## config.mk

```make
export PLATFORM = sky130hd
export DESIGN_NAME = alarm_countdown
export DESIGN_NICKNAME = d
export VERILOG_FILES = /design/src/rtl/alarm_cd_pkg.sv /design/src/rtl/alarm_cd_decr.sv /design/src/rtl/alarm_cd_fsm.sv /design/src/rtl/alarm_cd_regs.sv /design/src/rtl/alarm_countdown.sv
export SDC_FILE = /design/constraint.sdc
export NUM_CORES = 1
export LEC_CHECK = 0
export BUFFER_PORTS_ARGS = -buffer_cell sky130_fd_sc_hd__buf_2
export CAP_MARGIN = 20
export CORE_UTILIZATION = 47
export CTS_CLUSTER_SIZE = 16
export DETAILED_ROUTE_END_ITERATION = 8
export GPL_ROUTABILITY_DRIVEN = 0
export PLACE_DENSITY = 0.72
export SLEW_MARGIN = 20
export SYNTH_ARGS = -nofsm -noshare
export SYNTH_HDL_FRONTEND = slang
export SYNTH_SLANG_ARGS = --single-unit
```

## constraint.sdc

```tcl
create_clock -name clk -period 3.25 [get_ports clk]
set_clock_uncertainty 0.05 [all_clocks]
set_input_delay 0.1625 -clock clk [delete_from_list [all_inputs] [get_ports clk]]
set_output_delay 0.1625 -clock clk [all_outputs]
set_load 0.02 [all_outputs]
```

## src/rtl/alarm_cd_pkg.sv

```systemverilog
package alarm_cd_pkg;

    localparam int WORD_W  = 32;
    localparam int SEC_W   = 6;
    localparam int MIN_W   = 6;
    localparam int HR_W    = 5;
    localparam int DAY_W   = 8;

    // Field positions inside the interval word (software decodes these)
    localparam int SEC_LSB = 0;
    localparam int MIN_LSB = 8;
    localparam int HR_LSB  = 16;
    localparam int DAY_LSB = 21;

    // Reload values when a field borrows
    localparam int SEC_TOP = 59;
    localparam int MIN_TOP = 59;
    localparam int HR_TOP  = 23;

    localparam logic [7:0] OFS_COUNT  = 8'h0C;
    localparam logic [7:0] OFS_RUN    = 8'h14;
    localparam logic [7:0] OFS_IRQEN  = 8'h18;
    localparam logic [7:0] OFS_STATUS = 8'h1C;
    localparam int         RUN_BIT    = 8;

    typedef struct packed {
        logic [DAY_W-1:0] day;
        logic [HR_W-1:0]  hr;
        logic [MIN_W-1:0] mn;
        logic [SEC_W-1:0] sc;
    } interval_t;

    typedef enum logic [1:0] {
        ST_OFF   = 2'd0,
        ST_COUNT = 2'd1,
        ST_HALT  = 2'd2
    } run_state_t;

    function automatic interval_t unpack_word(input logic [WORD_W-1:0] w);
        interval_t v;
        v.sc  = w[SEC_LSB +: SEC_W];
        v.mn  = w[MIN_LSB +: MIN_W];
        v.hr  = w[HR_LSB  +: HR_W];
        v.day = w[DAY_LSB +: DAY_W];
        return v;
    endfunction

    function automatic logic [WORD_W-1:0] pack_word(input interval_t v);
        logic [WORD_W-1:0] w;
        w = '0;
        w[SEC_LSB +: SEC_W] = v.sc;
        w[MIN_LSB +: MIN_W] = v.mn;
        w[HR_LSB  +: HR_W]  = v.hr;
        w[DAY_LSB +: DAY_W] = v.day;
        return w;
    endfunction

endpackage

```

## src/rtl/alarm_cd_decr.sv

```systemverilog
module alarm_cd_decr
    import alarm_cd_pkg::*;
(
    input  interval_t cur,
    output interval_t nxt,
    output logic      cur_zero,
    output logic      nxt_zero
);

    // Mixed-radix one-second decrement; borrow ripples upward field by field
    always_comb begin
        nxt = cur;
        if (cur.sc != '0) begin
            nxt.sc = cur.sc - SEC_W'(1);
        end else begin
            nxt.sc = SEC_W'(SEC_TOP);
            if (cur.mn != '0) begin
                nxt.mn = cur.mn - MIN_W'(1);
            end else begin
                nxt.mn = MIN_W'(MIN_TOP);
                if (cur.hr != '0) begin
                    nxt.hr = cur.hr - HR_W'(1);
                end else begin
                    nxt.hr  = HR_W'(HR_TOP);
                    nxt.day = cur.day - DAY_W'(1);
                end
            end
        end
        cur_zero = (cur == '0);
        nxt_zero = (nxt == '0);
    end

endmodule

```

## src/rtl/alarm_cd_fsm.sv

```systemverilog
module alarm_cd_fsm
    import alarm_cd_pkg::*;
(
    input  logic       clk,
    input  logic       rst_n,
    input  logic       run,
    input  logic       tick,
    input  logic       cnt_wr,
    input  logic       cur_zero,
    input  logic       nxt_zero,
    output run_state_t state,
    output logic       dec_fire,
    output logic       expire
);

    run_state_t state_nx;

    always_ff @(posedge clk or negedge rst_n) begin
        if (!rst_n) state <= ST_OFF;
        else        state <= state_nx;
    end

    always_comb begin
        state_nx = state;
        unique case (state)
            ST_OFF: begin
                if (run) state_nx = cur_zero ? ST_HALT : ST_COUNT;   // arm
            end
            ST_COUNT: begin
                if (!run)          state_nx = ST_OFF;                // disarm
                else if (cur_zero) state_nx = ST_HALT;               // expire
            end
            ST_HALT: begin
                if (!run)           state_nx = ST_OFF;               // disarm
                else if (!cur_zero) state_nx = ST_COUNT;             // reload
            end
            default: state_nx = ST_OFF;
        endcase
    end

    // Outputs: a tick counts only in COUNT with run set, no load this cycle
    always_comb begin
        dec_fire = (state == ST_COUNT) && run && tick && !cnt_wr && !cur_zero;
        expire   = dec_fire && nxt_zero;
    end

endmodule

```

## src/rtl/alarm_cd_regs.sv

```systemverilog
module alarm_cd_regs
    import alarm_cd_pkg::*;
#(
    parameter int ADDR_W = 8,
    parameter int DATA_W = WORD_W
) (
    input  logic              clk,
    input  logic              rst_n,
    input  logic [ADDR_W-1:0] reg_addr,
    input  logic              reg_wen,
    input  logic [DATA_W-1:0] reg_wdata,
    input  logic              dec_fire,
    input  interval_t         dec_val,
    input  logic              expire,
    output interval_t         cnt_q,
    output logic              run_q,
    output logic              ie_q,
    output logic              pend_q,
    output logic              cnt_wr,
    output logic              pend_clr,
    output logic [DATA_W-1:0] reg_rdata
);

    logic sel_cnt, sel_run, sel_ie, sel_sta;

    always_comb begin
        sel_cnt  = (reg_addr == ADDR_W'(OFS_COUNT));
        sel_run  = (reg_addr == ADDR_W'(OFS_RUN));
        sel_ie   = (reg_addr == ADDR_W'(OFS_IRQEN));
        sel_sta  = (reg_addr == ADDR_W'(OFS_STATUS));
        cnt_wr   = reg_wen && sel_cnt;
        pend_clr = reg_wen && sel_sta && reg_wdata[0];
    end

    always_ff @(posedge clk or negedge rst_n) begin
        if (!rst_n) begin
            cnt_q  <= '0;
            run_q  <= 1'b0;
            ie_q   <= 1'b0;
            pend_q <= 1'b0;
        end else begin
            if (cnt_wr)        cnt_q <= unpack_word(WORD_W'(reg_wdata));
            else if (dec_fire) cnt_q <= dec_val;
            if (reg_wen && sel_run) run_q <= reg_wdata[RUN_BIT];
            if (reg_wen && sel_ie)  ie_q  <= reg_wdata[0];
            // expiry has priority over a simultaneous clear
            if (expire)        pend_q <= 1'b1;
            else if (pend_clr) pend_q <= 1'b0;
        end
    end

    always_comb begin
        reg_rdata = '0;
        if (sel_cnt)      reg_rdata = DATA_W'(pack_word(cnt_q));
        else if (sel_run) reg_rdata[RUN_BIT] = run_q;
        else if (sel_ie)  reg_rdata[0] = ie_q;
        else if (sel_sta) reg_rdata[0] = pend_q;
    end

endmodule

```

## src/rtl/alarm_countdown.sv

```systemverilog
module alarm_countdown
    import alarm_cd_pkg::*;
#(
    parameter int ADDR_W = 8,
    parameter int DATA_W = WORD_W
) (
    input  logic              clk,
    input  logic              rst_n,
    input  logic              tick,
    input  logic [ADDR_W-1:0] reg_addr,
    input  logic              reg_wen,
    input  logic [DATA_W-1:0] reg_wdata,
    output logic [DATA_W-1:0] reg_rdata,
    output logic              irq
);

    interval_t         cnt_q, dec_val;
    logic              run_q, ie_q, pend_q, cnt_wr, pend_clr;
    logic              cur_zero, nxt_zero, dec_fire, expire;
    run_state_t        state;
    logic [WORD_W-1:0] cnt_word;

    alarm_cd_regs #(.ADDR_W(ADDR_W), .DATA_W(DATA_W)) u_regs (
        .clk(clk), .rst_n(rst_n),
        .reg_addr(reg_addr), .reg_wen(reg_wen), .reg_wdata(reg_wdata),
        .dec_fire(dec_fire), .dec_val(dec_val), .expire(expire),
        .cnt_q(cnt_q), .run_q(run_q), .ie_q(ie_q), .pend_q(pend_q),
        .cnt_wr(cnt_wr), .pend_clr(pend_clr), .reg_rdata(reg_rdata)
    );

    alarm_cd_decr u_decr (
        .cur(cnt_q), .nxt(dec_val), .cur_zero(cur_zero), .nxt_zero(nxt_zero)
    );

    alarm_cd_fsm u_fsm (
        .clk(clk), .rst_n(rst_n), .run(run_q), .tick(tick), .cnt_wr(cnt_wr),
        .cur_zero(cur_zero), .nxt_zero(nxt_zero),
        .state(state), .dec_fire(dec_fire), .expire(expire)
    );

    assign cnt_word = pack_word(cnt_q);
    assign irq      = pend_q & ie_q;

endmodule

```

==> results of run 1 <==
## per-layer routing
layer	global-route usage [%]	wire, µm	up-vias	part of all wire, %
met2	39.5	2710	84	47
met5	0	0	-	0
met4	8.50	106	0	1.8
li1	-	-	1125	-
met1	31.8	2620	1044	45
met3	4.58	344	10	6.0
## state kept, by name, summed over array words and instances (netlist names)
name	cells
u_regs.pend_q	1
u_regs.cnt_q	25
u_regs.ie_q	1
u_fsm.state	2
u_regs.run_q	1
## cell usage after synthesis, drive strengths merged, types with 2 or more instances
| cell type | number | area, µm² |
|---|---|---|
| a31oi | 2 | 12.5 |
| mux2 | 5 | 60.1 |
| mux2i | 2 | 20.0 |
| nor2 | 25 | 93.8 |
| xnor2 | 9 | 78.8 |
| o21ai | 30 | 150 |
| nor2b | 3 | 18.8 |
| o31ai | 2 | 20.0 |
| ha | 6 | 75.1 |
| nand4 | 4 | 25.0 |
| inv | 10 | 37.5 |
| clkbuf | 11 | 41.3 |
| a21oi | 11 | 55.1 |
| xor2 | 4 | 35.0 |
| buf | 9 | 67.6 |
| nor3b | 3 | 22.5 |
| or4 | 4 | 30.0 |
| nand3 | 7 | 35.0 |
| and2 | 27 | 169 |
| a21o | 2 | 15.0 |
| a211oi | 3 | 22.5 |
| or3 | 2 | 12.5 |
| nor3 | 8 | 40.0 |
| nor4b | 2 | 38.8 |
| o21a | 3 | 22.5 |
| nand2 | 36 | 138 |
| nor4 | 8 | 50.1 |
| nand3b | 2 | 15.0 |
| dfrtp | 30 | 751 |
## where the power goes
part           switching (mW)  total, mW  internal (mW)
clock network           0.143      0.357          0.214
registers              0.0399      0.437          0.397
logic                   0.160      0.277          0.116
## through the flow
| stage | total power [mW] | hold WS [ns] | util [%] | area, µm² | cells |
|---|---|---|---|---|---|
| 3_3_place_gp | 0.706 | 0.189 | 56.6 | 2680 | 409 |
| 5_1_grt | 1.13 | 0.0318 | 59.2 | 2800 | 418 |
| 6_report | 1.07 | 0.0284 | 59.2 | 2800 | 418 |
| 3_5_place_dp | 0.715 | 0.191 | 56.6 | 2680 | 409 |
| 2_1_floorplan | 0.641 | -0.183 | - | 2340 | 293 |
| 4_1_cts | 1.07 | 0.0241 | 59.2 | 2800 | 418 |
## worst paths after layout
path	start	endpoint	slack [ns]	depth (start not counted)
max in group asynchronous	rst_n	u_regs.cnt_q[24]	2.32	2
max reg2reg	u_regs.cnt_q[0]	u_regs.pend_q	0.22	9
min in group asynchronous	rst_n	u_regs.cnt_q[18]	0.39	2
min	reg_wdata[23]	u_regs.cnt_q[19]	0.03	3
min reg2reg	u_regs.ie_q	u_regs.ie_q	0.48	1
max	u_regs.cnt_q[0]	u_regs.pend_q	0.22	9
## worst register-to-register path: stages, from the launching register on
cell      delay, ns
dfrtp_1        0.43
inv_1          0.12
ha_1           0.22
or4b_4         0.50
and4bb_1       0.44
buf_4          0.24
a32o_1         0.14
a21oi_1        0.04
or4_1          0.56
o31ai_2        0.19
## cell type report
cell class,instances,area share (%)
Tap cell,67,3.00
Multi-Input combinational cell,233,51.5
Inverter,10,1.34
Clock buffer,8,3.94
Timing Repair Buffer,70,13.3
Sequential cell,30,26.9
## cells by family after synthesis
| group | count (synthesis) | share of synthesized area [%] |
|---|---|---|
| fa+ha+maj | 6 | 3.24 |
| other cells | 1 | 0.162 |
| simple gates | 136 | 31.8 |
| xor+xnor | 13 | 4.92 |
| flops | 30 | 32.4 |
| compound gates | 64 | 17.7 |
| mux | 7 | 3.46 |
| buf+inv | 30 | 6.32 |
## cell usage in the layout, fill, tap and decap left out, types with 8 or more instances in the layout
| cell type | instances |
|---|---|
| buf_2 | 62 |
| nand2_1 | 35 |
| dfrtp_1 | 30 |
| o21ai_0 | 29 |
| and2_1 | 27 |
| nor2_1 | 25 |
| a21oi_1 | 11 |
| inv_1 | 10 |
| xnor2_1 | 9 |
| nor4_1 | 8 |
| nor3_1 | 8 |
| clkbuf_8 | 8 |
## what timing repair did
item / in CTS / in global routing
endpoints found under the hold margin: 30 / 0
setup endpoints to repair: 0 / 0
hold buffers: 1 / 0
==> summary.txt, run 1 <==
Placement
  • Port bufs: 62
  • Place WS: 0.255 ns
  • Dpl hpwl: 4300 µm

Route
  • DRT Pass-1 Iters: 6
  • Final wirelength: 5780 µm
  • Number of remaining DRC errors: 2
  • Detailed-route vias per instance: 5.41
  • Via count: 2263
  • Wirelength per Cell: 13.8 µm
  • Routed Antenna Nets: 0
  • Iteration-0 DRC Markers: 102

Cells and area
  • Net count, final: 400
  • Synth-to-layout area growth: 20.8%
  • Proportion of layout cells with a drive suffix above 1: 25.4%
  • FF+latch area: 751 µm²
  • Multi-input gate area: 1440 µm²
  • Ant. Diodes: 0
  • Fillers: 431

Floorplanning
  • Die X: 72.2 µm
  • Core area: 4720 µm²
  • Number of placement rows: 25
  • I/O pins: 77
  • Die height: 72.2 µm
  • Initial core utilization: 49.0%
  • Die area: 5210 µm²

Power
  • Pleak: 1.27 nW
  • Maximum vdd drop: 224 µV
  • Power Dens Cells: 383 nW/µm²

Critical path
  • Startpoint class of the critical path: flip-flop
  • CP arrival: 3.17 ns
  • CP max-delay cell: or4_1
  • Crit Path Category: flip-flop to flip-flop
  • CP Cell Sequence: inv_1, ha_1, or4b_4, and4bb_1, buf_4, a32o_1, a21oi_1, or4_1, o31ai_2
  • Worst EP required: 3.39 ns
  • Critical path's top delay family: simple AND/OR/NAND/NOR gates
  • Slowest cell delay on critical path: 0.56 ns
  • WP buf/inv: 2
  • Max FO, Critical Path: 10
  • CP Capture Type: flip-flop

Synthesis
  • Register area share after synthesis: 32.4%
  • Post-synth EDFFs: 0
  • Post-Synthesis Cells: 287
  • Synth warnings: 0
  • Synth Flop Type: dfrtp_1
  • Avg Synthesized Cell Area: 8.07 µm²
  • Post-synth cell types: 52
  • Synth Register Bits: 30
  • Async set or reset register ratio after synthesis: 100%
  • Netlist Area Pre-Place: 2310 µm²

GRT
  • Largest net degree at the start of global routing: 31
  • Initial antenna violation count: 0
  • Total grt overflow: 0
  • Vias in the first global route: 2074
  • All-Layer GR Usage: 24.1%
  • First-pass GRT wire length: 9740 µm

STA
  • Slew Viols, Final: 0
  • Final Setup Violations: 0
  • Fmax achieved: 330 MHz
  • Crit path setup slack, layout: 0.219 ns
  • Setup TNS: 0 ns
  • RSZ-0062 raised after global routing: no
  • Crit share post-route: 93.3%
  • Slew HR: 55.4%
  • Final number of hold-violating endpoints: 0
  • Actual slew at the worst max-slew pin: 0.668 ns
  • Final min period: 3.03 ns

Min path
  • Hold crit path type: input port to flip-flop

Flow run
  • Max_cap viols: 0

CTS
  • Clock sink count: 30
  • Worst skew pair latency: 0.28 ns
  • Root Buffer: clkbuf_8
  • Max clock buf depth: 2
  • Number of gates resized after CTS: 0
  • Setup bufs post-CTS: 0
  • TritonCTS clock tree: done
  • Clock slew at reported path FFs: 0.07 ns
  • H-Tree Depth: 2
  • CTS Buf Count: 5

Outcome
  • Failing checks: DRC
  • Status: finished with violations
No activity file was read; power rests on OpenSTA's default activity.
==> run 2, diff against run 1 <==
Settings changed: PLACE_DENSITY 0.72 to 0.81, REMOVE_ABC_BUFFERS set to 1, SYNTH_HIERARCHICAL set to 1.
==> run 2 against run 1 <==
Effect of this change: the flow now finishes without violations; hold slack gained 0.029 ns; sequential power shrank 2%; critical path depth grew 2; sequential share of layout area shrank 3.6 points; register-to-register slack gained 0.05 ns; clock power shrank 11%; setup slack gained 0.051 ns; count of clock-buffer cells in the layout shrank 1; cell area grew 16%; global-route usage shrank 3.4 points; critical path type unchanged.
==> summary.txt, run 2 <==
Outcome
  • Status: completed (was finished with violations)

Power
  • NetSw: 0.438 mW (was 0.343 mW)
  • Power share of the combinational group: 40.6% (was 25.9%)
  • Sequential power share: 34.2% (was 40.8%)
  • Power Dens Cells: 387 nW/µm² (was 383 nW/µm²)
  • Final Power: 1.25 mW (was 1.07 mW)
  • Pint: 0.814 mW (was 0.727 mW)
  • Switch share: 35.0% (was 32.1%)
  • Pleak: 1.63 nW (was 1.27 nW)
  • Maximum vdd drop: 200 µV (was 224 µV)
  • Clock Power Share: 25.2% (was 33.3%)

Min path
  • Hold crit path type: input port to flip-flop (unchanged)

CTS
  • Root Buffer: clkbuf_8 (unchanged)
  • Clock slew at reported path FFs: 0.07 ns (about the same)
  • Worst skew pair latency: 0.28 ns (about the same)
  • H-Tree Depth: 2 (unchanged)
  • CTS Buf Count: 5 (unchanged)
  • TritonCTS clock tree: done (unchanged)
  • Max clock buf depth: 2 (unchanged)
  • Clock sink count: 30 (unchanged)

STA
  • Final min period: 2.98 ns (was 3.03 ns)
  • RSZ-0062 raised after global routing: no (unchanged)
  • Setup TNS: 0 ns (unchanged)
  • Slew HR: 53.6% (was 55.4%)
  • Final Setup Violations: 0 (unchanged)
  • Actual slew at the worst max-slew pin: 0.696 ns (was 0.668 ns)
  • Worst hold margin: 0.0574 ns (was 0.0284 ns)
  • Crit path setup slack, layout: 0.270 ns (was 0.219 ns)
  • Crit share post-route: 91.7% (was 93.3%)
  • Slew Viols, Final: 0 (unchanged)
  • Fmax achieved: 336 MHz (was 330 MHz)
  • Final number of hold-violating endpoints: 0 (unchanged)

Critical path
  • Critical path's most frequent cell: nor4b_2
  • Critical path's top delay family: simple AND/OR/NAND/NOR gates (unchanged)
  • Slowest cell delay on critical path: 0.56 ns (about the same)
  • Max FO, Critical Path: 6 (was 10)
  • CP Capture Type: flip-flop (unchanged)
  • CP max-delay cell: or4b_1 (was or4_1)
  • Crit Path Category: flip-flop to flip-flop (unchanged)
  • Worst EP required: 3.41 ns (was 3.39 ns)
  • CP Cell Sequence: inv_1, ha_1, nor3b_4, nand4_4, nor4b_2, xor2_1, or4b_1, nor4b_2, nand4bb_1, nor3_1, o21bai_1 (was inv_1, ha_1, or4b_4, and4bb_1, buf_4, a32o_1, a21oi_1, or4_1, o31ai_2)
  • Startpoint class of the critical path: flip-flop (unchanged)
  • CP arrival: 3.14 ns (was 3.17 ns)
  • WP buf/inv: 1 (was 2)

Cells and area
  • Synth-to-layout area growth: 18.9% (was 20.8%)
  • Non-Filler Instances: 419 (was 418)
  • Largest reg by FF count: u_regs/cnt_q (was u_regs.cnt_q)
  • Largest regs: u_regs/cnt_q (25), u_fsm/state (2) (was u_regs.cnt_q (25), u_fsm.state (2))
  • Number of flip-flops in the largest register: 25 (unchanged)
  • Most frequent cells in the layout: buf_2 (62), mux2_2 (35), dfrtp_1 (30) (was buf_2 (62), nand2_1 (35), dfrtp_1 (30))
  • Ant. Diodes: 0 (unchanged)
  • Design Area, Final: 3230 µm² (was 2800 µm²)
  • Proportion of layout cells with a drive suffix above 1: 43.5% (was 25.4%)
  • Commonest non-fill, non-tap cell in the layout: buf_2 (unchanged)
  • Finished Core Util: 58.4% (was 59.2%)
  • Net count, final: 397 (was 400)

Floorplanning
  • Core area: 5540 µm² (was 4720 µm²)
  • Die area: 6100 µm² (was 5210 µm²)
  • Die X: 78.1 µm (was 72.2 µm)
  • Initial core utilization: 49.1% (was 49.0%)
  • Die height: 78.1 µm (was 72.2 µm)
  • I/O pins: 77 (unchanged)
  • Number of placement rows: 27 (was 25)

Synthesis
  • Avg Synthesized Cell Area: 9.90 µm² (was 8.07 µm²)
  • Post-synth EDFFs: 0 (unchanged)
  • Post-synth top area share: 27.6% (was 32.4%)
  • Async set or reset register ratio after synthesis: 100% (unchanged)
  • Synth area leader: dfrtp_1 (unchanged)
  • Post-synth cell types: 55 (was 52)
  • Commonest cells post-synth: mux2_2 (35), dfrtp_1 (30), and2_1 (24) (was nand2_1 (35), dfrtp_1 (30), o21ai_0 (29))
  • Post-Synthesis Cells: 275 (was 287)
  • Area contributors post-synth: dfrtp_1 (28%), mux2_2 (14%), mux2_4 (10%), and2_1 (5.5%), ha_1 (3.2%) (was dfrtp_1 (32%), and2_1 (7.0%), o21ai_0 (6.3%), nand2_1 (5.7%), nor2_1 (4.1%))
  • Top-count cell post-synth: mux2_2 (was nand2_1)
  • Synth warnings: 6 (was 0)
  • Register area share after synthesis: 27.6% (was 32.4%)
  • Netlist Area Pre-Place: 2720 µm² (was 2310 µm²)
  • Synth Flop Type: dfrtp_1 (unchanged)
  • Synth Register Bits: 30 (unchanged)

Placement
  • Dpl hpwl: 4270 µm (was 4300 µm)
  • Place WS: 0.157 ns (was 0.255 ns)
  • Placed Instance Area: 3110 µm² (was 2680 µm²)
  • Port bufs: 62 (unchanged)
  • Dpl cells: 409 (unchanged)

GRT
  • Initial antenna violation count: 0 (unchanged)
  • Total grt overflow: 0 (unchanged)
  • First-pass GRT wire length: 10000 µm (was 9740 µm)
  • All-Layer GR Usage: 20.7% (was 24.1%)
  • Vias in the first global route: 2214 (was 2074)
  • Largest net degree at the start of global routing: 31 (unchanged)

Route
  • Wirelength per Cell: 14.3 µm (was 13.8 µm)
  • Via count: 2256 (was 2263)
  • Detailed-route vias per instance: 5.38 (was 5.41)
  • Routed Antenna Nets: 0 (unchanged)
  • Final wirelength: 5990 µm (was 5780 µm)
  • DRT Pass-1 Iters: 4 (was 6)
  • Iteration-0 DRC Markers: 133 (was 102)
  • Number of remaining DRC errors: 0 (was 2)

Flow run
  • Max_cap viols: 0 (unchanged)
-- run 2: changes by cell type in the layout (fill, tap and decap cells not counted), sizes merged, moves of 4 or more --
cell and change:
o21ai -22, nand2b +4, nor2 -18, buf +6, nand2 -16, inv +5
nor3 +4, mux2 +49
-- run 2: final timing paths --
check                                start                to  slack (ns)  cells after the start
max                        u_regs/cnt_q[1]     u_regs/pend_q        0.27                     11
min reg2reg                 u_fsm/state[0]    u_fsm/state[1]        0.43                      1
min in group asynchronous            rst_n   u_regs/cnt_q[4]        0.42                      2
min                          reg_wdata[18]  u_regs/cnt_q[14]        0.06                      2
max reg2reg                u_regs/cnt_q[1]     u_regs/pend_q        0.27                     11
max in group asynchronous            rst_n  u_regs/cnt_q[23]        2.27                      2
-- run 2: cell type report --
cell class	count	area, µm²
fill	498	2310
multi-input combinational	218	1820
sequential	30	751
timing repair buffer	76	430
tap	72	90.1
clock buffer	7	86.3
inverter	15	56.3
clock inverter	1	5.00
-- run 2: kinds of logic after synthesis --
| family | after synthesis | synth area share, % |
|---|---|---|
| AO/OA/AOI/OAI | 28 | 6.30 |
| XOR/XNOR | 11 | 3.54 |
| adder cells (fa/ha/maj) | 7 | 3.22 |
| buffers and inverters | 33 | 7.54 |
| flip-flops | 30 | 27.6 |
| multiplexers | 54 | 25.0 |
| other | 1 | 0.138 |
| AND/OR/NAND/NOR | 111 | 26.7 |
-- run 2: routing by layer --
| metal | track usage, % | part of all wire [%] | up-vias |
|---|---|---|---|
| met2 | 35.4 | 47 | 73 |
| met3 | 3.14 | 4.2 | 12 |
| met5 | 0 | 0 | - |
| met4 | 7.41 | 2.0 | 0 |
| met1 | 26.4 | 47 | 1054 |
| li1 | - | - | 1117 |
-- run 2: power groups by stage --
stage / registers [mW] / clock network (mW) / logic [mW]
floorplan: 0.429 / 0 / 0.354
global placement: 0.433 / 0 / 0.471
detailed placement: 0.434 / 0 / 0.486
CTS: 0.427 / 0.327 / 0.493
global route: 0.433 / 0.341 / 0.562
finish: 0.428 / 0.316 / 0.509
-- run 2: repair_timing --
item / CTS / global route
resized for setup: 0 / 3
buffers inserted: 0 / 1
hold buffers: 1 / 0
endpoints found under the hold margin: 30 / 0
endpoints found under the setup margin: 0 / 2
-- run 2: worst register-to-register path, cell delays in order, from the launching register on --
cell,delay [ns]
dfrtp_1,0.40
inv_1,0.11
ha_1,0.20
nor3b_4,0.28
nand4_4,0.19
nor4b_2,0.32
xor2_1,0.12
or4b_1,0.56
nor4b_2,0.27
nand4bb_1,0.13
nor3_1,0.15
o21bai_1,0.13
